--- config.mk ---
export PLATFORM = sky130hd
export DESIGN_NAME = keyed_wdog
export DESIGN_NICKNAME = d
export VERILOG_FILES = /design/src/rtl/keyed_wdog_pkg.sv /design/src/rtl/wdog_keyguard.sv /design/src/rtl/wdog_counter.sv /design/src/rtl/wdog_event.sv /design/src/rtl/keyed_wdog.sv
export SDC_FILE = /design/constraint.sdc
export NUM_CORES = 1
export LEC_CHECK = 0
export ABC_AREA = 1
export BUFFER_PORTS_ARGS = -buffer_cell sky130_fd_sc_hd__buf_2
export CORE_ASPECT_RATIO = 0.8
export CORE_MARGIN = 4
export CORE_UTILIZATION = 33
export DETAILED_ROUTE_END_ITERATION = 7
export GPL_ROUTABILITY_DRIVEN = 0
export PLACE_DENSITY = 0.51
export SETUP_SLACK_MARGIN = 0.15
export SYNTH_ARGS = -nofsm -noshare
export SYNTH_HDL_FRONTEND = slang
export SYNTH_SLANG_ARGS = --single-unit
--- constraint.sdc ---
create_clock -name clk -period 4.63 [get_ports clk]
set_input_delay 0.2315 -clock clk [delete_from_list [all_inputs] [get_ports clk]]
set_output_delay 0.2315 -clock clk [all_outputs]
set_load 0.01 [all_outputs]
--- src/rtl/keyed_wdog_pkg.sv ---
package keyed_wdog_pkg;
  localparam int DATA_W = 16;
  localparam int ADDR_W = 8;

  localparam logic [ADDR_W-1:0] OFS_RELOAD = 8'h00;
  localparam logic [ADDR_W-1:0] OFS_TMO    = 8'h04;
  localparam logic [ADDR_W-1:0] OFS_ARM    = 8'h08;
  localparam logic [ADDR_W-1:0] OFS_HALT   = 8'h0C;
  localparam logic [ADDR_W-1:0] OFS_STAT   = 8'h10;
  localparam logic [ADDR_W-1:0] OFS_CNT    = 8'h14;
  localparam logic [ADDR_W-1:0] OFS_DBG    = 8'h18;
  localparam logic [ADDR_W-1:0] OFS_RESUME = 8'h1C;
  localparam logic [ADDR_W-1:0] OFS_EVT    = 8'h20;
  localparam logic [ADDR_W-1:0] OFS_MASK   = 8'h24;
  localparam logic [ADDR_W-1:0] OFS_FORCE  = 8'h28;

  localparam logic [DATA_W-1:0] KEY_RELOAD = 16'hFEED;
  localparam logic [DATA_W-1:0] KEY_ARM    = 16'h2BAD;
  localparam logic [DATA_W-1:0] KEY_HALT   = 16'hCAFE;
  localparam logic [DATA_W-1:0] KEY_RESUME = 16'hACED;
  localparam logic [DATA_W-1:0] KEY_STCLR  = 16'hE8B4;

  localparam logic [DATA_W-1:0] CODE_STOPPED = 16'hDABE;
  localparam logic [DATA_W-1:0] CODE_RUNNING = 16'h0000;
  localparam logic [DATA_W-1:0] CODE_EXPIRED = 16'hCFE8;
  localparam logic [DATA_W-1:0] CODE_NORMAL  = 16'h0000;
endpackage

--- src/rtl/wdog_keyguard.sv ---
module wdog_keyguard (
  input  logic clk,
  input  logic rst_n,
  input  logic arm_wr,
  input  logic arm_ok,
  input  logic halt_wr,
  input  logic halt_ok,
  input  logic resume_ok,
  output logic run_o
);
  logic armed_q;
  logic run_q;

  always_ff @(posedge clk) begin
    if (!rst_n) begin
      armed_q <= 1'b0;
    end else if (halt_wr) begin
      armed_q <= 1'b0;
    end else if (arm_wr) begin
      armed_q <= arm_ok;
    end
  end

  always_ff @(posedge clk) begin
    if (!rst_n) begin
      run_q <= 1'b0;
    end else if (resume_ok) begin
      run_q <= 1'b1;
    end else if (halt_wr && halt_ok && armed_q) begin
      run_q <= 1'b0;
    end
  end

  assign run_o = run_q;
endmodule

--- src/rtl/wdog_counter.sv ---
module wdog_counter #(
  parameter int CNT_W       = 15,
  parameter int DEF_TIMEOUT = 6000
) (
  input  logic             clk,
  input  logic             rst_n,
  input  logic             feed,
  input  logic             step,
  input  logic             tmo_wr,
  input  logic [CNT_W-1:0] tmo_wdata,
  output logic [CNT_W-1:0] count_o,
  output logic [CNT_W-1:0] tmo_o,
  output logic             expire_o,
  output logic             pre_o,
  output logic             rst_req_o
);
  localparam logic [CNT_W-1:0] DEF_VAL = CNT_W'(DEF_TIMEOUT);
  localparam logic [CNT_W-1:0] ONE     = CNT_W'(1);
  localparam logic [CNT_W-1:0] TWO     = CNT_W'(2);

  logic [CNT_W-1:0] cnt_q;
  logic [CNT_W-1:0] tmo_q;
  logic             rst_q;
  logic             dec_ok;

  assign dec_ok   = step && !feed;
  assign expire_o = dec_ok && (cnt_q <= ONE);
  assign pre_o    = dec_ok && (cnt_q == TWO);

  always_ff @(posedge clk) begin
    if (!rst_n) begin
      tmo_q <= DEF_VAL;
    end else if (tmo_wr) begin
      tmo_q <= tmo_wdata;
    end
  end

  always_ff @(posedge clk) begin
    if (!rst_n) begin
      cnt_q <= DEF_VAL;
    end else if (feed || expire_o) begin
      cnt_q <= tmo_q;
    end else if (dec_ok) begin
      cnt_q <= cnt_q - ONE;
    end
  end

  always_ff @(posedge clk) begin
    if (!rst_n) rst_q <= 1'b0;
    else        rst_q <= expire_o;
  end

  assign count_o   = cnt_q;
  assign tmo_o     = tmo_q;
  assign rst_req_o = rst_q;
endmodule

--- src/rtl/wdog_event.sv ---
module wdog_event (
  input  logic clk,
  input  logic rst_n,
  input  logic pre,
  input  logic evt_clr,
  input  logic mask_wr,
  input  logic force_wr,
  input  logic wbit,
  output logic evt_o,
  output logic mask_o,
  output logic force_o,
  output logic irq_o
);
  logic evt_q;
  logic mask_q;
  logic force_q;

  always_ff @(posedge clk) begin
    if (!rst_n) begin
      evt_q <= 1'b0;
    end else if (pre || force_q) begin
      evt_q <= 1'b1;
    end else if (evt_clr) begin
      evt_q <= 1'b0;
    end
  end

  always_ff @(posedge clk) begin
    if (!rst_n) begin
      mask_q  <= 1'b0;
      force_q <= 1'b0;
    end else begin
      if (mask_wr)  mask_q  <= wbit;
      if (force_wr) force_q <= wbit;
    end
  end

  assign evt_o   = evt_q;
  assign mask_o  = mask_q;
  assign force_o = force_q;
  assign irq_o   = evt_q & mask_q;
endmodule

--- src/rtl/keyed_wdog.sv ---
module keyed_wdog
  import keyed_wdog_pkg::*;
#(
  parameter int CNT_W       = 15,
  parameter int DEF_TIMEOUT = 6000
) (
  input  logic              clk,
  input  logic              rst_n,
  input  logic              bus_valid,
  input  logic              bus_write,
  input  logic [ADDR_W-1:0] bus_addr,
  input  logic [DATA_W-1:0] bus_wdata,
  output logic [DATA_W-1:0] bus_rdata,
  input  logic              tick_en,
  input  logic              dbg_mode,
  output logic              rst_req,
  output logic              irq
);
  localparam int PAD_W = DATA_W - CNT_W;

  logic             wr;
  logic             run;
  logic             active;
  logic             step;
  logic             feed;
  logic             expire;
  logic             pre;
  logic             expired_q;
  logic             ovr_q;
  logic             evt;
  logic             mask_q;
  logic             force_q;
  logic [CNT_W-1:0] count;
  logic [CNT_W-1:0] tmo;

  assign wr     = bus_valid && bus_write;
  assign feed   = wr && (bus_addr == OFS_RELOAD) && (bus_wdata == KEY_RELOAD);
  assign active = run && (!dbg_mode || ovr_q);
  assign step   = active && tick_en;

  wdog_keyguard u_guard (
    .clk       (clk),
    .rst_n     (rst_n),
    .arm_wr    (wr && (bus_addr == OFS_ARM)),
    .arm_ok    (bus_wdata == KEY_ARM),
    .halt_wr   (wr && (bus_addr == OFS_HALT)),
    .halt_ok   (bus_wdata == KEY_HALT),
    .resume_ok (wr && (bus_addr == OFS_RESUME) && (bus_wdata == KEY_RESUME)),
    .run_o     (run)
  );

  wdog_counter #(
    .CNT_W       (CNT_W),
    .DEF_TIMEOUT (DEF_TIMEOUT)
  ) u_cnt (
    .clk       (clk),
    .rst_n     (rst_n),
    .feed      (feed),
    .step      (step),
    .tmo_wr    (wr && (bus_addr == OFS_TMO)),
    .tmo_wdata (bus_wdata[CNT_W-1:0]),
    .count_o   (count),
    .tmo_o     (tmo),
    .expire_o  (expire),
    .pre_o     (pre),
    .rst_req_o (rst_req)
  );

  wdog_event u_evt (
    .clk      (clk),
    .rst_n    (rst_n),
    .pre      (pre),
    .evt_clr  (wr && (bus_addr == OFS_EVT) && bus_wdata[0]),
    .mask_wr  (wr && (bus_addr == OFS_MASK)),
    .force_wr (wr && (bus_addr == OFS_FORCE)),
    .wbit     (bus_wdata[0]),
    .evt_o    (evt),
    .mask_o   (mask_q),
    .force_o  (force_q),
    .irq_o    (irq)
  );

  always_ff @(posedge clk) begin
    if (!rst_n) begin
      expired_q <= 1'b0;
    end else if (expire) begin
      expired_q <= 1'b1;
    end else if (wr && (bus_addr == OFS_STAT) && (bus_wdata == KEY_STCLR)) begin
      expired_q <= 1'b0;
    end
  end

  always_ff @(posedge clk) begin
    if (!rst_n) begin
      ovr_q <= 1'b0;
    end else if (wr && (bus_addr == OFS_DBG)) begin
      ovr_q <= bus_wdata[0];
    end
  end

  always_comb begin
    bus_rdata = '0;
    case (bus_addr)
      OFS_TMO:   bus_rdata = {{PAD_W{1'b0}}, tmo};
      OFS_HALT:  bus_rdata = run ? CODE_RUNNING : CODE_STOPPED;
      OFS_STAT:  bus_rdata = expired_q ? CODE_EXPIRED : CODE_NORMAL;
      OFS_CNT:   bus_rdata = {step, {(PAD_W-1){1'b0}}, count};
      OFS_DBG:   bus_rdata = {{(DATA_W-2){1'b0}}, dbg_mode, ovr_q};
      OFS_EVT:   bus_rdata = {{(DATA_W-1){1'b0}}, evt};
      OFS_MASK:  bus_rdata = {{(DATA_W-1){1'b0}}, mask_q};
      OFS_FORCE: bus_rdata = {{(DATA_W-1){1'b0}}, force_q};
      default:   bus_rdata = '0;
    endcase
  end
endmodule

==> Yosys cells after proc, flatten, opt, wreduce, memory -nomap -nowiden <==
Cells that the tools add are included.
{ "classes": {"mux": 11, "eq_ne": 16, "n_addsub": 1, "n_reduce_logical": 33, "n_bitwise": 2, "n_lt_le_gt_ge": 1} }
{ "op_table": {"columns": ["cell", "n"], "rows": [
  ["case mux 16 bit (8 select lines)", 1],
  ["== test 16 bit, second input constant", 4],
  ["== test 8 x 5 -> 1 bit, second input constant", 4],
  ["2-to-1 mux 16 bit", 2],
  ["2-to-1 mux 15 bit", 2],
  ["== test 8 x 6 -> 1 bit, second input constant", 3],
  ["logical AND 1 bit", 22],
  ["== test 16 x 14 -> 1 bit, second input constant", 1],
  ["== test 8 x 4 -> 1 bit, second input constant", 2],
  ["== test 15 x 2 -> 1 bit, second input constant", 1],
  ["<= comparator 15 x 1 -> 1 bit, second input constant", 1],
  ["subtractor 15 x 1 -> 15 bit, second input constant", 1],
  ["== test 8 x 3 -> 1 bit, second input constant", 1],
  ["zero test 8 bit", 1],
  ["nonzero test 2 bit", 4],
  ["2-to-1 mux 1 bit", 6],
  ["logical OR 1 bit", 3],
  ["zero test 1 bit", 2],
  ["OR reduction 2 bit", 1],
  ["AND 1 bit", 1],
  ["inverter 1 bit", 1]
]} }
{ "word_totals": {"reg_bits": 38, "out_inout_bits": 18, "word_cells": 74, "in_bits": 30} }

==> Depth between registers and ports, before layout <==
{ "depth": {"depth_word": 8, "ltp_mapped": 13, "ltp_nobuf": 12} }

==> Modules after synthesis <==
Synthesis repeated with hierarchy kept, for this count alone.
{ "unflattened": {"hier_cells": 439, "hier_area_um2": 2752.6} }
{ "by_module_without_submodules": {"columns": ["module", "instances", "cells_per_inst", "area_per_inst_um2", "seq_area_each_um2"], "rows": [
  ["wdog_counter", 1, 245, 1675.4, 620.6],
  ["keyed_wdog", 1, 163, 869.6, 40.0],
  ["wdog_event", 1, 19, 126.4, 60.1],
  ["wdog_keyguard", 1, 12, 81.3, 40.0]
]} }

==> Worst setup path before layout <==
No wires, ideal clock.
{ "synth_timing": {"kind": "flip-flop to flip-flop", "startpoint": "register u_cnt.cnt_q[1], in the netlist u_cnt.count_o[1]", "endpoint": "register u_cnt.cnt_q[8], in the netlist u_cnt.count_o[8]", "period_less_slack_ns": 1.540, "stages_incl_launch_ff": 12, "path_slack_ns": 3.090, "required_time_ns": 4.496, "t_arrival_ns": 1.406, "n_path_buf": 1, "setup_time_ns": 0.134, "cell_sequence": "dfxtp_1 -> inv_1 -> ha_1 -> nand2_2 -> nor2_2 -> nand2_2 -> nand2_4 -> a21oi_4 -> buf_6 -> nand2_2 -> o211ai_2 -> nand3_2"} }
{ "synth_via": {"elab_chain_len": 4, "elab_cells_between_ends": 7, "classes_between": "1 x add/sub; 1 x order compare; 2 x mux; 3 x reduce/logical"} }
{ "synth_rtl": {"columns": ["element", "line_no", "text"], "rows": [
  ["start: declaration", "wdog_counter.sv:21", "logic [CNT_W-1:0] cnt_q;"],
  ["start signal: assignment", "wdog_counter.sv:42", "cnt_q <= tmo_q;"],
  ["start signal: assignment", "wdog_counter.sv:44", "cnt_q <= cnt_q - ONE;"],
  ["<= comparator 15 x 1 -> 1 bit", "wdog_counter.sv:27", "assign expire_o = dec_ok && (cnt_q <= ONE);"],
  ["logical AND 1 bit", "wdog_counter.sv:27", null],
  ["logical OR 1 bit", "wdog_counter.sv:41", "end else if (feed || expire_o) begin"],
  ["2-to-1 mux 15 bit or nonzero test 2 bit (tied branches)", null, null]
]} }
Several ways; a longest one is shown, not always the timed one. The select of a mux whose other input is x is not followed.
A chain may end at the register's enable or synchronous reset.

==> Worst setup path in the final report <==
{ "layout_timing": {"startpoint": "input port bus_addr[0]", "endpoint": "output port bus_rdata[10]"} }
{ "layout_via": {"elab_chain_len": 2, "elab_cells_between_ends": 9, "classes_between": "8 x eq/ne; 1 x mux"} }
{ "layout_rtl": {"columns": ["element", "line_no", "text"], "rows": [
  ["start: declaration", "keyed_wdog.sv:11", "input logic [ADDR_W-1:0] bus_addr,"],
  ["== test 8 x 6 -> 1 bit, or another cell as far along", "keyed_wdog.sv:103", "case (bus_addr)"],
  ["case mux 16 bit (8 select lines) *", "keyed_wdog.sv:103", null],
  ["end: declaration", "keyed_wdog.sv:13", "output logic [DATA_W-1:0] bus_rdata,"]
]} }
Mark *: on every way between the ends. The rest lies on a longest branch, timed or not.

==> results.yml <==
critical_path:
  slowest_stage: "nor2_1"
  crit_path_end_kind: "output port"
  reg2reg_to: "u_cnt.count_o[12]"
  crit_end: "bus_rdata[10]"
  start_kind: "primary input"
  worst-path-max-fanout: 11
  r2r_cells: 10
  critPathKind: "primary input to output port"
  rr_startpoint: "u_cnt.count_o[1]"
  path_cells: "buf_2 -> inv_2 -> nand2_2 -> nor3_2 -> inv_1 -> nor2_1 -> inv_1 -> o221ai_1 -> buf_2"
  ff2ff_setup_slack_ps: 2630
  worstPathRequired_ps: 4400
  critPathLaunch: "bus_addr[0]"
  slowest_delay_ps: 630
  arrival_ps: 2180
clocking:
  cts_tree: "done"
  cts_buffers: 5
  postCtsSetupBuffers: 0
  clkSlewWorstSetupHoldPaths_ps: 80
  insertion_delay_ps: 290
  htreeDepth: 2
  root_buffer: "clkbuf_8"
  cts_resized: 0
  hold_buffers: 0
  clock_path_buffers: 2
  cts_num_sinks: 38
sta:
  setup_viol: 0
  min_period_over_period_pct: 52.1
  hold_viol_final: 0
  final.setup_skew_ps: 3.11
  final.setup.tns_ps: 0
  whs_ps: 201
  slew_headroom_pct: 45.5
  drv_slew: 0
  rsz0062_at_grt: "no"
  fin_crit_ps: 2410
  max_freq_mhz: 414
  worst_pin_slew_ps: 814
drt:
  dr.max_layer_used: "met4"
  drtIter0Drc: 194
  wl_met1_mm: 4.60
  drc: 0
  met2_length_mm: 3.56
  dr.pass1.iters: 4
  via_count: 2845
  wirelength_mm: 8.71
  met3_wirelength_um: 508
  wire_per_inst_um: 15.0
  via_per_inst: 4.91
  ant_nets: 0
synth:
  synth_fp_nets: 460
  synthFlopType: "dfxtp_1"
  synth-seq-cells: 38
  yosysSeqAreaShare_pct: 26.9
  yosysUniqueCellTypes: 42
  netlist_instances: 427
  async_reset_ff_share_pct: 0
  synth_warnings: 0
  syn_area_um2: 2830
  synth_edf_count: 0
  avgSynthCellArea_um2: 6.63
cells_and_area:
  layout_commonest_cell: "nand2_1"
  drive_above_1_share_pct: 24.2
  antenna_cells: 0
  area_delta_synth_final_pct: 13.8
  final_cell_mix: "nand2_1, inv_1, buf_2"
  nNetsFinal: 503
power:
  p_leak_nw: 1.58
  powerDensity_nw_per_um2: 195
  ir_drop_mv: 0.127
floorplanning:
  core-area_um2: 8130
  initial_utilization_pct: 34.9
  rows: 29
  io_pins: 48
  die_h_um: 90.9
  dieArea_um2: 10100
  die_w_um: 112
global_route:
  grt_pass1_vias: 2734
  track_usage_pct: 17.7
  grt-ovfl-total: 0
  grt_pass1_wl_mm: 14.4
  grt_antenna_before_repair: 0
  grt_max_degree: 30
place:
  portBuffers: 47
  dpl.hpwl_mm: 6.86
flow_run:
  cap_violations: 0
run_status:
  outcome: "complete, no violations"
hold_path:
  min_path_type: "primary input to flop"
## synthesized netlist by cell type, types with 2 or more instances
master | instances | area, um^2
a21oi_1 | 17 | 85.1
buf_2 | 3 | 15.0
buf_6 | 2 | 22.5
clkbuf_1 | 5 | 18.8
dfxtp_1 | 38 | 761
ha_1 | 3 | 37.5
inv_1 | 59 | 221
inv_2 | 11 | 41.3
nand2_1 | 97 | 364
nand2_2 | 14 | 87.6
nand3_1 | 25 | 125
nand3_2 | 3 | 30.0
nand4_1 | 7 | 43.8
nor2_1 | 44 | 165
nor2_2 | 10 | 62.6
nor2_4 | 3 | 33.8
nor2_8 | 3 | 60.1
nor3_1 | 6 | 30.0
nor3_2 | 3 | 30.0
nor4_1 | 4 | 25.0
o211ai_1 | 13 | 97.6
o211ai_2 | 6 | 75.1
o21ai_0 | 13 | 65.1
o21ai_1 | 5 | 25.0
o221ai_1 | 4 | 35.0
o22ai_1 | 2 | 12.5
xor2_1 | 12 | 105
## kinds of logic after synthesis
| logic type | synth area share (%) |
|---|---|
| flops | 26.9 |
| compound gates | 17.0 |
| fa+ha+maj | 1.33 |
| buf+inv | 12.2 |
| simple gates | 38.8 |
| xor+xnor | 3.71 |
## where the power goes
| part | internal (mW) | switching [mW] | leakage, nW |
|---|---|---|---|
| sequential | 0.327 | 0.000163 | 0.307 |
| clock | 0.121 | 0.128 | 0.0482 |
| combinational | 0.0171 | 0.0376 | 1.23 |
| total | 0.464 | 0.166 | 1.58 |
## state kept, by name, summed over array words and instances (netlist names)
name / count
u_evt.mask_o: 1
u_evt.force_o: 1
u_evt.evt_o: 1
u_cnt.rst_req_o: 1
u_guard.armed_q: 1
u_cnt.tmo_o: 15
ovr_q: 1
u_guard.run_o: 1
expired_q: 1
u_cnt.count_o: 15
## critical path, delay by kind of cell
kind                   cells  cell delay (ps)
and+or+nand+nor            3              970
AOI/OAI and AO/OA          1              260
buffers and inverters      5              710
## stage by stage
step	utilization [%]	instance area [um^2]	instances	setup slack [ps]	power, mW
floorplan	-	2830	427	3090	0.363
global placement	38.5	3130	571	2310	0.388
detailed placement	38.5	3130	571	2260	0.389
CTS	39.7	3220	579	2250	0.640
global route	39.7	3220	579	2020	0.658
finish	39.7	3220	579	2220	0.630
## how the worst min path moves through the flow
stage	from	to	slack, ps	cells past startpoint
detailed placement	expired_q	expired_q	460	2
floorplan	bus_wdata[5]	u_cnt.tmo_o[5]	340	2
global route	bus_wdata[5]	u_cnt.tmo_o[5]	220	3
global placement	expired_q	expired_q	460	2
CTS	bus_wdata[5]	u_cnt.tmo_o[5]	190	3
finish	bus_wdata[5]	u_cnt.tmo_o[5]	200	3
## area by class of cell
class | count | area, um^2
fillers | 932 | 4900
multi-input cells | 306 | 1730
flip-flops and latches | 38 | 761
inverters | 72 | 275
repair buffers | 47 | 235
well taps | 108 | 135
clock buffers | 7 | 86.3
clock inverters | 1 | 5.00
## metal layers
metal,GRT usage [%],vias up
met1,27.2,1302
li1,-,1473
met3,4.15,5
met2,25.3,65
met4,2.43,0
met5,0,-
(Power assumes the default switching activity.)
